[src/rtl/sem_cell_pkg.sv]
package sem_cell_pkg;

    typedef enum logic [3:0] {
        VW_RAW      = 4'd0,
        VW_TAG      = 4'd1,
        VW_QSYNC    = 4'd2,
        VW_QTRY     = 4'd3,
        VW_SEM_WAIT = 4'd4,
        VW_SEM_POLL = 4'd5
    } view_e;

    typedef enum logic [1:0] {
        S_ZERO      = 2'd0,
        S_COUNTING  = 2'd1,
        S_SATURATED = 2'd2
    } lvl_e;

endpackage

[src/rtl/sem_view_decode.sv]
module sem_view_decode
    import sem_cell_pkg::*;
(
    input  logic [3:0] acc_view,
    output logic       is_sem,
    output logic       is_wait,
    output logic       is_raw
);
    always_comb begin
        is_sem  = 1'b0;
        is_wait = 1'b0;
        is_raw  = 1'b0;
        unique case (acc_view)
            VW_RAW:      is_raw  = 1'b1;
            VW_SEM_WAIT: begin is_sem = 1'b1; is_wait = 1'b1; end
            VW_SEM_POLL: is_sem  = 1'b1;
            default:     ;
        endcase
    end
endmodule

[src/rtl/sem_count_fsm.sv]
module sem_count_fsm
    import sem_cell_pkg::*;
#(
    parameter int CNT_W = 16
) (
    input  logic             clk,
    input  logic             rst_n,
    input  logic             take_req,
    input  logic             give_req,
    output logic [CNT_W-1:0] count,
    output lvl_e             level
);
    localparam logic [CNT_W-1:0] CNT_TOP = '1;
    localparam logic [CNT_W-1:0] CNT_ONE = {{(CNT_W-1){1'b0}}, 1'b1};

    lvl_e             lvl_q, lvl_d;
    logic [CNT_W-1:0] cnt_q, cnt_d;
    logic             dec, inc;

    // Permission to move the count follows the level state.
    always_comb begin
        dec = 1'b0;
        inc = 1'b0;
        unique case (lvl_q)
            S_ZERO: begin
                dec = 1'b0;
                inc = give_req;
            end
            S_COUNTING: begin
                dec = take_req;
                inc = give_req;
            end
            S_SATURATED: begin
                dec = take_req;
                inc = give_req && take_req;
            end
            default: ;
        endcase
        cnt_d = cnt_q;
        if (dec) cnt_d = cnt_d - CNT_ONE;
        if (inc) cnt_d = cnt_d + CNT_ONE;
        if (cnt_d == '0)          lvl_d = S_ZERO;
        else if (cnt_d == CNT_TOP) lvl_d = S_SATURATED;
        else                       lvl_d = S_COUNTING;
    end

    // State register
    always_ff @(posedge clk) begin
        if (!rst_n) lvl_q <= S_ZERO;
        else        lvl_q <= lvl_d;
    end

    // Output register
    always_ff @(posedge clk) begin
        if (!rst_n) cnt_q <= '0;
        else        cnt_q <= cnt_d;
    end

    assign count = cnt_q;
    assign level = lvl_q;
endmodule

[src/rtl/sem_waiter_set.sv]
module sem_waiter_set #(
    parameter int ID_W = 3,
    localparam int NREQ = 1 << ID_W
) (
    input  logic            clk,
    input  logic            rst_n,
    input  logic            block_req,
    input  logic [ID_W-1:0] req_id,
    input  logic            give_req,
    output logic            wake_pulse,
    output logic [NREQ-1:0] wake_mask
);
    logic [NREQ-1:0] blk_q, blk_d, new_bit;
    logic            wake_d;

    always_comb begin
        new_bit = '0;
        if (block_req) new_bit[req_id] = 1'b1;
        // A give flushes the old waiters; a stall in the same cycle survives.
        blk_d  = give_req ? new_bit : (blk_q | new_bit);
        wake_d = give_req && (blk_q != '0);
    end

    always_ff @(posedge clk) begin
        if (!rst_n) begin
            blk_q      <= '0;
            wake_pulse <= 1'b0;
            wake_mask  <= '0;
        end else begin
            blk_q      <= blk_d;
            wake_pulse <= wake_d;
            wake_mask  <= wake_d ? blk_q : '0;
        end
    end
endmodule

[src/rtl/sem_cell.sv]
module sem_cell
    import sem_cell_pkg::*;
#(
    parameter int CNT_W  = 16,
    parameter int DATA_W = 32,
    parameter int ID_W   = 3,
    localparam int NREQ  = 1 << ID_W
) (
    input  logic              clk,
    input  logic              rst_n,
    input  logic [3:0]        acc_view,
    input  logic              rd_en,
    input  logic              wr_en,
    input  logic [DATA_W-1:0] wr_data,
    input  logic [ID_W-1:0]   req_id,
    output logic [DATA_W-1:0] rd_data,
    output logic              rd_valid,
    output logic              stall,
    output logic              wake_pulse,
    output logic [NREQ-1:0]   wake_mask
);
    logic             is_sem, is_wait, is_raw;
    logic             take_req, give_req, block_req;
    logic [CNT_W-1:0] count_q;
    lvl_e             level;
    logic [DATA_W-1:0] rdata_d;
    logic              unused_data;

    assign unused_data = ^wr_data;

    sem_view_decode u_dec (
        .acc_view (acc_view),
        .is_sem   (is_sem),
        .is_wait  (is_wait),
        .is_raw   (is_raw)
    );

    assign take_req  = rd_en && is_sem;
    assign give_req  = wr_en && is_sem;
    assign block_req = take_req && is_wait && (level == S_ZERO);

    sem_count_fsm #(.CNT_W(CNT_W)) u_cnt (
        .clk      (clk),
        .rst_n    (rst_n),
        .take_req (take_req),
        .give_req (give_req),
        .count    (count_q),
        .level    (level)
    );

    sem_waiter_set #(.ID_W(ID_W)) u_wait (
        .clk        (clk),
        .rst_n      (rst_n),
        .block_req  (block_req),
        .req_id     (req_id),
        .give_req   (give_req),
        .wake_pulse (wake_pulse),
        .wake_mask  (wake_mask)
    );

    always_comb begin
        rdata_d = '0;
        if (is_sem || is_raw) rdata_d[CNT_W-1:0] = count_q;
    end

    always_ff @(posedge clk) begin
        if (!rst_n) begin
            rd_data  <= '0;
            rd_valid <= 1'b0;
            stall    <= 1'b0;
        end else begin
            rd_valid <= rd_en;
            rd_data  <= rd_en ? rdata_d : '0;
            stall    <= block_req;
        end
    end
endmodule

[config.mk]
export PLATFORM = sky130hd
export DESIGN_NAME = sem_cell
export DESIGN_NICKNAME = d
export VERILOG_FILES = /design/src/rtl/sem_cell_pkg.sv /design/src/rtl/sem_view_decode.sv /design/src/rtl/sem_count_fsm.sv /design/src/rtl/sem_waiter_set.sv /design/src/rtl/sem_cell.sv
export SDC_FILE = /design/constraint.sdc
export NUM_CORES = 1
export LEC_CHECK = 0
export BUFFER_PORTS_ARGS = -buffer_cell sky130_fd_sc_hd__buf_4
export CAP_MARGIN = 5
export CORE_MARGIN = 5
export CORE_UTILIZATION = 54
export DETAILED_ROUTE_END_ITERATION = 16
export GPL_ROUTABILITY_DRIVEN = 0
export PLACE_DENSITY = 0.95
export SETUP_SLACK_MARGIN = 0.5
export SYNTH_ARGS = -nofsm -noshare
export SYNTH_HDL_FRONTEND = slang
export SYNTH_SLANG_ARGS = --single-unit
[constraint.sdc]
create_clock -name clk -period 6.4 [get_ports clk]
set_clock_uncertainty 0.1 [all_clocks]
set_input_delay 1.28 -clock clk [delete_from_list [all_inputs] [get_ports clk]]
set_output_delay 1.28 -clock clk [all_outputs]
set_load 0.01 [all_outputs]
Word level (Yosys, flattened, before mapping)
Cells that the tools add are included.
Widths: inputs -> output; s select.
Storage, ports and cells
  flip-flop bits (word level): 69
  output and inout bits: 43
  bits of input ports: 43
  word-level logic and storage cells: 50
Cells by class
  equality and inequality tests: 5
  mux-type cells: 12
  add/sub/neg operators: 2
  bitwise gates (word level): 2
  reductions and logical operators: 18
  magnitude comparators: 2
Operator list (number)
  $mux 16: 2
  $add 16x1->16 const B: 1
  $eq 16x16->1 const B: 1
  $logic_not 16->1: 1
  $mux 8: 2
  $sub 16x1->16 const B: 1
  $eq 4x3->1 const B: 2
  $or 8x8->8: 1
  $reduce_bool 8->1: 1
  $reduce_or 2->1: 4
  $logic_and 1x1->1: 7
  $mux 1: 5
  $logic_not 4->1: 1
  $lt 3x4->1 const B: 1
  $demux 1 s3: 1
  $ge 3x1->1 const B: 1
  $reduce_and 3->1: 1
  $eq 2x1->1 const B: 1
  $eq 2x2->1 const B: 1
  $logic_not 2->1: 1
  $mux 2: 1
  $pmux 1 s2: 1
  $reduce_and 2->1: 1
  $logic_or 1x1->1: 1
  $not 1->1: 1

Logic depth before layout (Yosys ltp)
Gate-level depths: netlist (run 1).
  depth after elaboration: 10
  mapped depth: 16

By module
From an unflattened synthesis (run 1), not the netlist that was laid out.
Unflattened totals
  cells, all modules: 325
  area total of the unflattened synthesis: 2965.3 µm²
Modules (own cells, without submodules)
  sem_count_fsm: area an instance 1631.6 µm², sequential area each 360.3 µm², cells each 206, times used 1
  sem_cell: area an instance 688.2 µm², sequential area each 360.3 µm², cells each 61, times used 1
  sem_waiter_set: area an instance 610.6 µm², sequential area each 340.3 µm², cells each 55, times used 1
  sem_view_decode: area an instance 35.0 µm², sequential area each 0.0 µm², cells each 3, times used 1

Worst setup path after synthesis (run 1)
No wires, ideal clock.
  path type: in2reg
  from: input port acc_view[1]
  to: register u_cnt.lvl_q[0], in the netlist u_cnt.level[0]
  path slack: 1.961 ns
  library setup time: 0.122 ns
  arrival time: 4.217 ns
  stages on the path: 14
  cells stage by stage: or3b_2 > nor3_1 > a21oi_1 > inv_1 > ha_1 > inv_1 > or4_1 > and3_1 > a211oi_1 > o311ai_0 > or4b_1 > nor4_1 > nand4b_1 > o311a_1
Between the ends
  longest elaborated chain between the ends: 10
  elaborated cells on any way between the ends: 16
  classes of those cells: 1 x add/sub; 3 x eq/ne; 6 x mux; 6 x reduce/logical
Ends and longest elaborated chain
  start, declared: RTL line sem_cell.sv:11  | input logic [3:0] acc_view,
  $eq 4x3->1: RTL line sem_view_decode.sv:13  | unique case (acc_view)
  $reduce_or 2->1 (no line) *
  $mux 1 *: RTL line sem_view_decode.sv:13
  $logic_and 1x1->1: RTL line sem_cell.sv:38  | assign take_req = rd_en && is_sem;
  $mux 1: RTL line sem_count_fsm.sv:24  | unique case (lvl_q)
  $mux 16: RTL line sem_count_fsm.sv:40  | if (dec) cnt_d = cnt_d - CNT_ONE;
  $add 16x1->16: RTL line sem_count_fsm.sv:41  | if (inc) cnt_d = cnt_d + CNT_ONE;
  $mux 16 *: RTL line sem_count_fsm.sv:41
  $eq 16x16->1 or $logic_not 16->1 (tied branches): RTL line sem_count_fsm.sv:43, sem_count_fsm.sv:42
  $mux 2 or $reduce_or 2->1 (tied branches)
  end signal, assigned: RTL line sem_count_fsm.sv:50  | else lvl_q <= lvl_d;
  end, declared: RTL line sem_count_fsm.sv:16  | lvl_e lvl_q, lvl_d;
Mark *: on every way between the ends. The rest lies on a longest branch, timed or not.
A chain may end at the register's enable or synchronous reset.

Final worst setup path (run 1)
Same ends and word-level chain as after synthesis.

==> results of run 1 <==
cell type report:
cell class	instances	share of cell area, %
clock buffer	6	2.22
clock inverter	2	0.459
inverter	14	1.60
multi-input combinational	242	51.9
sequential	53	32.4
tap	70	2.67
timing repair buffer	38	8.71
cell usage in the layout, fill, tap and decap left out, types with 2 or more instances in the layout:
cell and instances:
a21oi_1 9, and4_1 4, dfxtp_1 53, nor4_1 7, or3_1 5, mux2i_1 5
buf_4 38, ha_1 6, clkinvlp_4 2, o31a_1 2, a211oi_1 4, and3_1 5
nand2b_1 2, o21ai_0 4, o31ai_1 4, or4_1 3, conb_1 16, nor3b_1 2
nand4_1 5, clkbuf_8 5, and2_1 39, nand3b_1 3, nor2_1 14, nor4b_1 3
or4b_1 3, inv_1 14, xor2_1 10, xnor2_1 14, or3b_2 2, a2111oi_1 2
a31oi_1 4, nor3_1 9, nand3_1 8, nand2_1 18, nand4b_1 2, a32o_1 4
nor2b_1 3
sequential cells by signal, summed over array words and instances (netlist names):
| register | flops |
|---|---|
| u_wait.wake_pulse | 1 |
| u_wait.wake_mask | 8 |
| stall | 1 |
| rd_valid | 1 |
| rd_data | 16 |
| u_wait.blk_q | 8 |
| u_cnt.level | 2 |
| u_cnt.count | 16 |
how the worst max path moves through the flow:
stage                      startpoint                        end  slack [ns]  depth (start not counted)
final                     acc_view[1]  u_cnt.level[0]$_SDFF_PP0_        1.70                         15
after detailed placement  acc_view[1]  u_cnt.level[0]$_SDFF_PP0_        1.44                         15
after global placement    acc_view[1]  u_cnt.level[0]$_SDFF_PP0_        1.46                         15
after global routing      acc_view[1]  u_cnt.level[0]$_SDFF_PP0_        1.44                         15
after floorplan           acc_view[1]  u_cnt.level[0]$_SDFF_PP0_        1.96                         14
after CTS                 acc_view[1]  u_cnt.level[0]$_SDFF_PP0_        1.73                         15
layer usage:
layer | global-route usage, % | vias up | wire length (um)
li1 | - | 1177 | -
met1 | 22.0 | 1083 | 2590
met2 | 29.1 | 121 | 2950
met3 | 4.54 | 13 | 619
met4 | 5.70 | 0 | 98
met5 | 0 | - | 0
stage by stage:
| stage | utilization, % | std cells | hold WS, ns | cell area [um2] | worst slack [ns] |
|---|---|---|---|---|---|
| floorplan | - | 337 | 0.340 | 2990 | 1.96 |
| global placement | 61.6 | 417 | 0.355 | 3190 | 1.46 |
| detailed placement | 61.6 | 417 | 0.363 | 3190 | 1.44 |
| CTS | 63.3 | 425 | 0.376 | 3270 | 1.73 |
| global route | 63.3 | 425 | 0.407 | 3270 | 1.44 |
| finish | 63.3 | 425 | 0.376 | 3270 | 1.70 |
cells by family after synthesis:
logic type | Yosys count | synth area share (%)
compound gates | 42 | 11.4
xor+xnor | 26 | 8.50
fa+ha+maj | 6 | 2.56
buf+inv | 42 | 7.86
flops | 53 | 36.2
mux | 5 | 1.71
other cells | 1 | 0.128
simple gates | 147 | 31.7
report_power, final:
| part | switching [mW] | internal (mW) | total [mW] |
|---|---|---|---|
| Clock | 0.103 | 0.0771 | 0.180 |
| Combinational | 0.0596 | 0.0403 | 0.0999 |
| Sequential | 0.00846 | 0.335 | 0.344 |
| Total | 0.171 | 0.453 | 0.624 |
worst max-delay path, stage by stage:
cell	delay, ns
buf_4	0.13
or3b_2	0.52
nor3_1	0.22
a21oi_1	0.08
inv_1	0.09
ha_1	0.15
inv_1	0.06
nor4_1	0.46
o21ai_0	0.38
a2111oi_4	0.51
nand2_1	0.14
nor2_1	0.14
xnor2_1	0.20
nand3_1	0.11
o311a_1	0.31
==> flow_summary_export.csv, run 1 <==
group,metric,value,unit
outcome,status,"completed",
cts,postCtsSetupBuffers,0,
pwr,p_leak,1.35,nW
die,dieArea,7000,um2
routing,num_vias,2394,
min_path,hold_path_startpoint,"u_wait.blk_q[1]$_SDFF_PN0_",
logic_synthesis,yosys.area.top_type,"dfxtp_1",
min_path,hold_path_class,"flop to flop",
routing,viasPerCell,5.63,
place,portBuffers,37,
min_path,min_to,"u_wait.blk_q[1]$_SDFF_PN0_",
timing,max_freq,213,MHz
logic_synthesis,synth_top_flop_cell,"dfxtp_1",
logic_synthesis,synthTopCellsByArea,"dfxtp_1 (36%), and2_1 (8.3%), xnor2_1 (4.2%)",
logic_synthesis,synth_edf_count,0,
die,ioPinCount,86,
global_route,grt_pass1_vias,2179,
final_layout,regArea,1060,um2
logic_synthesis,ys_async_sr_fraction,0,%
cts,cts_made_buffers,5,
timing,rsz0062_at_grt,"false",
final_layout,nets,403,
logic_synthesis,synth_most_common_cell,"dfxtp_1",
die,die-height,83.7,um
timing,maxSlewViolCount,0,
cts,h-tree-depth,2,
global_route,grt-ovfl-total,0,
min_path,min_path_cells,2,
global_route,grtUsageTotal,17.5,%
logic_synthesis,syn_area,2930,um2
die,start_util,56.6,%
die,row_count,26,
logic_synthesis,synth_cells,322,
die,coreArea,5170,um2
logic_synthesis,syn-mean-instance-area,9.10,um2
critical_path,end_kind,"flop",
cts,clock-sinks,53,
cts,holdBufCountCts,0,
place,dp_hpwl,4.93,mm
die,die_w,83.7,um
timing,hold_violations,0,
timing,max_slew_margin,32.4,%
logic_synthesis,synth_top_area_share,36.2,%
final_layout,drive_gt1_share,16.6,%
logic_synthesis,yosys.cell_types.count,60,
pwr,totalPowerFinal,0.624,mW
critical_path,critPathArrivalTime,4.80,ns
global_route,antenna_found_initial,0,
global_route,grt_pass1_wl,10.2,mm
logic_synthesis,synth_common_cells,"dfxtp_1 (53), and2_1 (39), nand2_1 (18)",
critical_path,reg2reg_setup_slack,2.03,ns
final_layout,fillers,385,
flow_run,cap_violations,0,
final_layout,area_delta_synth_final,11.8,%
logic_synthesis,ys_seq_area_share,36.2,%
final_layout,antennaDiodeCount,0,
critical_path,r2r_cells,15,
timing,fin_crit_sh,73.5,%
cts,clock_latency,0.30,ns
critical_path,crit_type,"input pin to flop",
logic_synthesis,ys_warn_count,0,
cts,cts_buffer_depth,2,
final_layout,multi_input_area,1700,um2
cts,path_clk_slew,0.09,ns
critical_path,worstPathRequired,6.50,ns
routing,postRouteAntennaNets,0,
pwr,p_per_area,190,nW/um2
critical_path,reg2reg_from,"u_cnt.level[0]$_SDFF_PP0_",
critical_path,r2r_end,"u_cnt.level[0]$_SDFF_PP0_",
critical_path,worstSetupStartpointType,"input pin",
global_route,grt_max_degree,17,
timing,period_minus_slack,4.70,ns
logic_synthesis,synth_seq_cells,53,
cts,post_cts_resized,0,
routing,wl,6.25,mm
cts,cts_tree,"yes",
routing,drtIter0Drc,236,
routing,route.detailed.wl_per_inst,14.7,um
timing,worst_slew_pin_slew,1.01,ns
timing,finalSetupViolCount,0,
cts,cts_root_buf,"clkbuf_8",
critical_path,cp_max_fo,5,
routing,dr.pass1.iters,5,
routing,route.detailed.drc,0,
timing,setup_tns,0,ns
pwr,max-vdd-ir-drop,0.0000891,V
(Power assumes the default switching activity.)
==> run 2: changes to the inputs <==
- CORE_UTILIZATION: 54 -> 47
- PLACE_DENSITY: 0.95 -> 0.89
- clock period: 6.4 -> 3.9 ns (I/O delays scaled with it)
==> run 2 against run 1 <==
Net effect:
- final area increased by 16%
- routed wire length up 25%
- hold slack about the same
- sequential power increased by 65%
- register-to-register slack got worse by 1.8 ns
- sequential share of layout area fell by 4.4 points
- die area up 13%
- combinational power is 130% higher
- non-clock buffer count rose by 38
- critical path type unchanged
- largest power group unchanged
- highest routed layer unchanged
==> flow_summary_export.csv, run 2 (synthesis gave the netlist of run 1 again) <==
group,metric,value,unit
outcome,status,"completed",
timing,maxSlewViolCount,0,
final_layout,instances_no_fill,468,
place,portBuffers,37,
final_layout,drive_gt1_share,32.6,%
cts,clock-sinks,53,
critical_path,reg2reg_from,"u_cnt.level[0]$_SDFF_PP0_",
cts,h-tree-depth,2,
timing,rsz0062_at_grt,"true",
pwr,p_per_area,310,nW/um2
timing,finalSetupViolCount,0,
global_route,antenna_found_initial,0,
critical_path,reg2reg_setup_slack,0.18,ns
global_route,grtUsageMet1,22.6,%
critical_path,r2r_cells,15,
timing,hold_violations,0,
critical_path,crit_type,"input pin to flop",
min_path,min_path_cells,2,
routing,drtIter0Drc,318,
cts,cts_buffer_depth,2,
final_layout,nets,441,
die,die-height,88.9,um
pwr,max-vdd-ir-drop,0.000202,V
critical_path,end_kind,"flop",
critical_path,worstPathRequired,3.99,ns
timing,worst_slew_pin_slew,1.14,ns
global_route,grt_max_degree,17,
global_route,met2_usage,34.3,%
global_route,grt_pass1_wl,12.2,mm
routing,route.detailed.drc,0,
critical_path,cp_max_fo,3,
routing,postRouteAntennaNets,0,
min_path,hold_path_class,"flop to flop",
pwr,p_leak,1.61,nW
cts,clock_latency,0.31,ns
routing,viasPerCell,5.69,
global_route,grtUsageTotal,19.7,%
die,dieArea,7910,um2
critical_path,worstSetupStartpointType,"input pin",
place,placed_area,3320,um2
timing,setup_tns,0,ns
global_route,met3_usage,4.33,%
global_route,grt-ovfl-total,0,
cts,cts_tree,"yes",
timing,fin_ws,0.127,ns
timing,period_minus_slack,3.77,ns
cts,path_clk_slew,0.09,ns
flow_run,cap_violations,0,
final_layout,final_common_cell,"buf_4",
place,dp_hpwl,5.22,mm
global_route,grt_pass1_vias,2569,
place,dp_slack,-0.252,ns
min_path,hold_path_startpoint,"u_wait.blk_q[7]$_SDFF_PN0_",
routing,num_vias,2663,
global_route,busiest_layer,"met2",
critical_path,critPathArrivalTime,3.87,ns
routing,dr.pass1.iters,5,
routing,route.detailed.wl_per_inst,16.7,um
cts,cts_root_buf,"clkbuf_8",
critical_path,r2r_end,"u_cnt.level[0]$_SDFF_PP0_",
timing,max_slew_margin,23.7,%
die,die_w,88.9,um
die,ioPinCount,86,
cts,cts_made_buffers,5,
timing,fin_crit_sh,96.7,%
final_layout,area_delta_synth_final,30.2,%
final_layout,antennaDiodeCount,0,
cts,holdBufCountCts,0,
die,start_util,48.9,%
final_layout,design_area,3810,um2
final_layout,final_cell_mix,"buf_4 (61), dfxtp_1 (49), and2_1 (38), conb_1 (16), nand2_1 (15)",
timing,max_freq,265,MHz
routing,wl,7.80,mm
place,placedCellCount,438,
die,coreArea,5990,um2
die,row_count,28,
min_path,min_to,"u_wait.blk_q[7]$_SDFF_PN0_",
timing,hold-worst-slack,0.376,ns
-- run 2: cell count changes in the layout (fill, tap and decap cells not counted), sizes merged --
cell      previous run  this run
buf                 38        76
bufinv               0         1
clkinvlp             2         1
-- run 2: stage by stage --
step | utilization [%] | power, mW
floorplan | - | 0.705
global placement | 55.4 | 0.741
detailed placement | 55.4 | 0.747
CTS | 62.1 | 1.15
global route | 63.6 | 1.23
finish | 63.6 | 1.18
-- run 2: critical path, cell delays in order --
cell and delay (ns):
buf_8 0.10, buf_4 0.14, nor3b_4 0.19, nand2_2 0.12
xnor2_2 0.22, inv_1 0.08, ha_2 0.19, inv_2 0.07
xnor3_1 0.41, or4_4 0.45, a21oi_4 0.18, or4b_1 0.47
nor4_2 0.17, nand4b_1 0.13, o311a_1 0.16
-- run 2: per-layer routing --
| metal | vias to the layer above | share of wire (%) |
|---|---|---|
| met5 | - | 0 |
| met4 | 0 | 3.8 |
| met3 | 37 | 9.0 |
| met2 | 153 | 48 |
| met1 | 1229 | 39 |
| li1 | 1244 | - |
-- run 2: power breakdown --
group	switching, mW	internal [mW]
sequential	0.0143	0.551
combinational	0.126	0.108
clock	0.176	0.209
-- run 2: worst max-delay path by stage --
stage	startpoint	depth (start not counted)	end	slack (ns)
global placement	acc_view[1]	15	u_cnt.level[0]$_SDFF_PP0_	-0.20
CTS	acc_view[3]	15	u_cnt.level[0]$_SDFF_PP0_	0.13
floorplan	acc_view[1]	14	u_cnt.level[0]$_SDFF_PP0_	0.13
finish	acc_view[3]	15	u_cnt.level[0]$_SDFF_PP0_	0.13
global route	acc_view[3]	15	u_cnt.level[0]$_SDFF_PP0_	0.006
detailed placement	acc_view[1]	15	u_cnt.level[0]$_SDFF_PP0_	-0.25
-- run 2: area by class of cell --
| type | instances | area (um2) |
|---|---|---|
| Clock inverter | 2 | 37.5 |
| Sequential cell | 53 | 1070 |
| Clock buffer | 6 | 82.6 |
| Timing Repair Buffer | 76 | 631 |
| Inverter | 14 | 52.6 |
| Tap cell | 75 | 93.8 |
| Multi-Input combinational cell | 242 | 1850 |
| Fill cell | 448 | 2180 |
-- run 2: timing repair --
| action | 4_1_cts | 5_1_grt |
|---|---|---|
| setup endpoints to repair | 3 | 7 |
| gates cloned | 0 | 0 |
| pin swaps | 16 | 14 |
| resized for setup | 36 | 13 |
| buffers inserted | 19 | 3 |
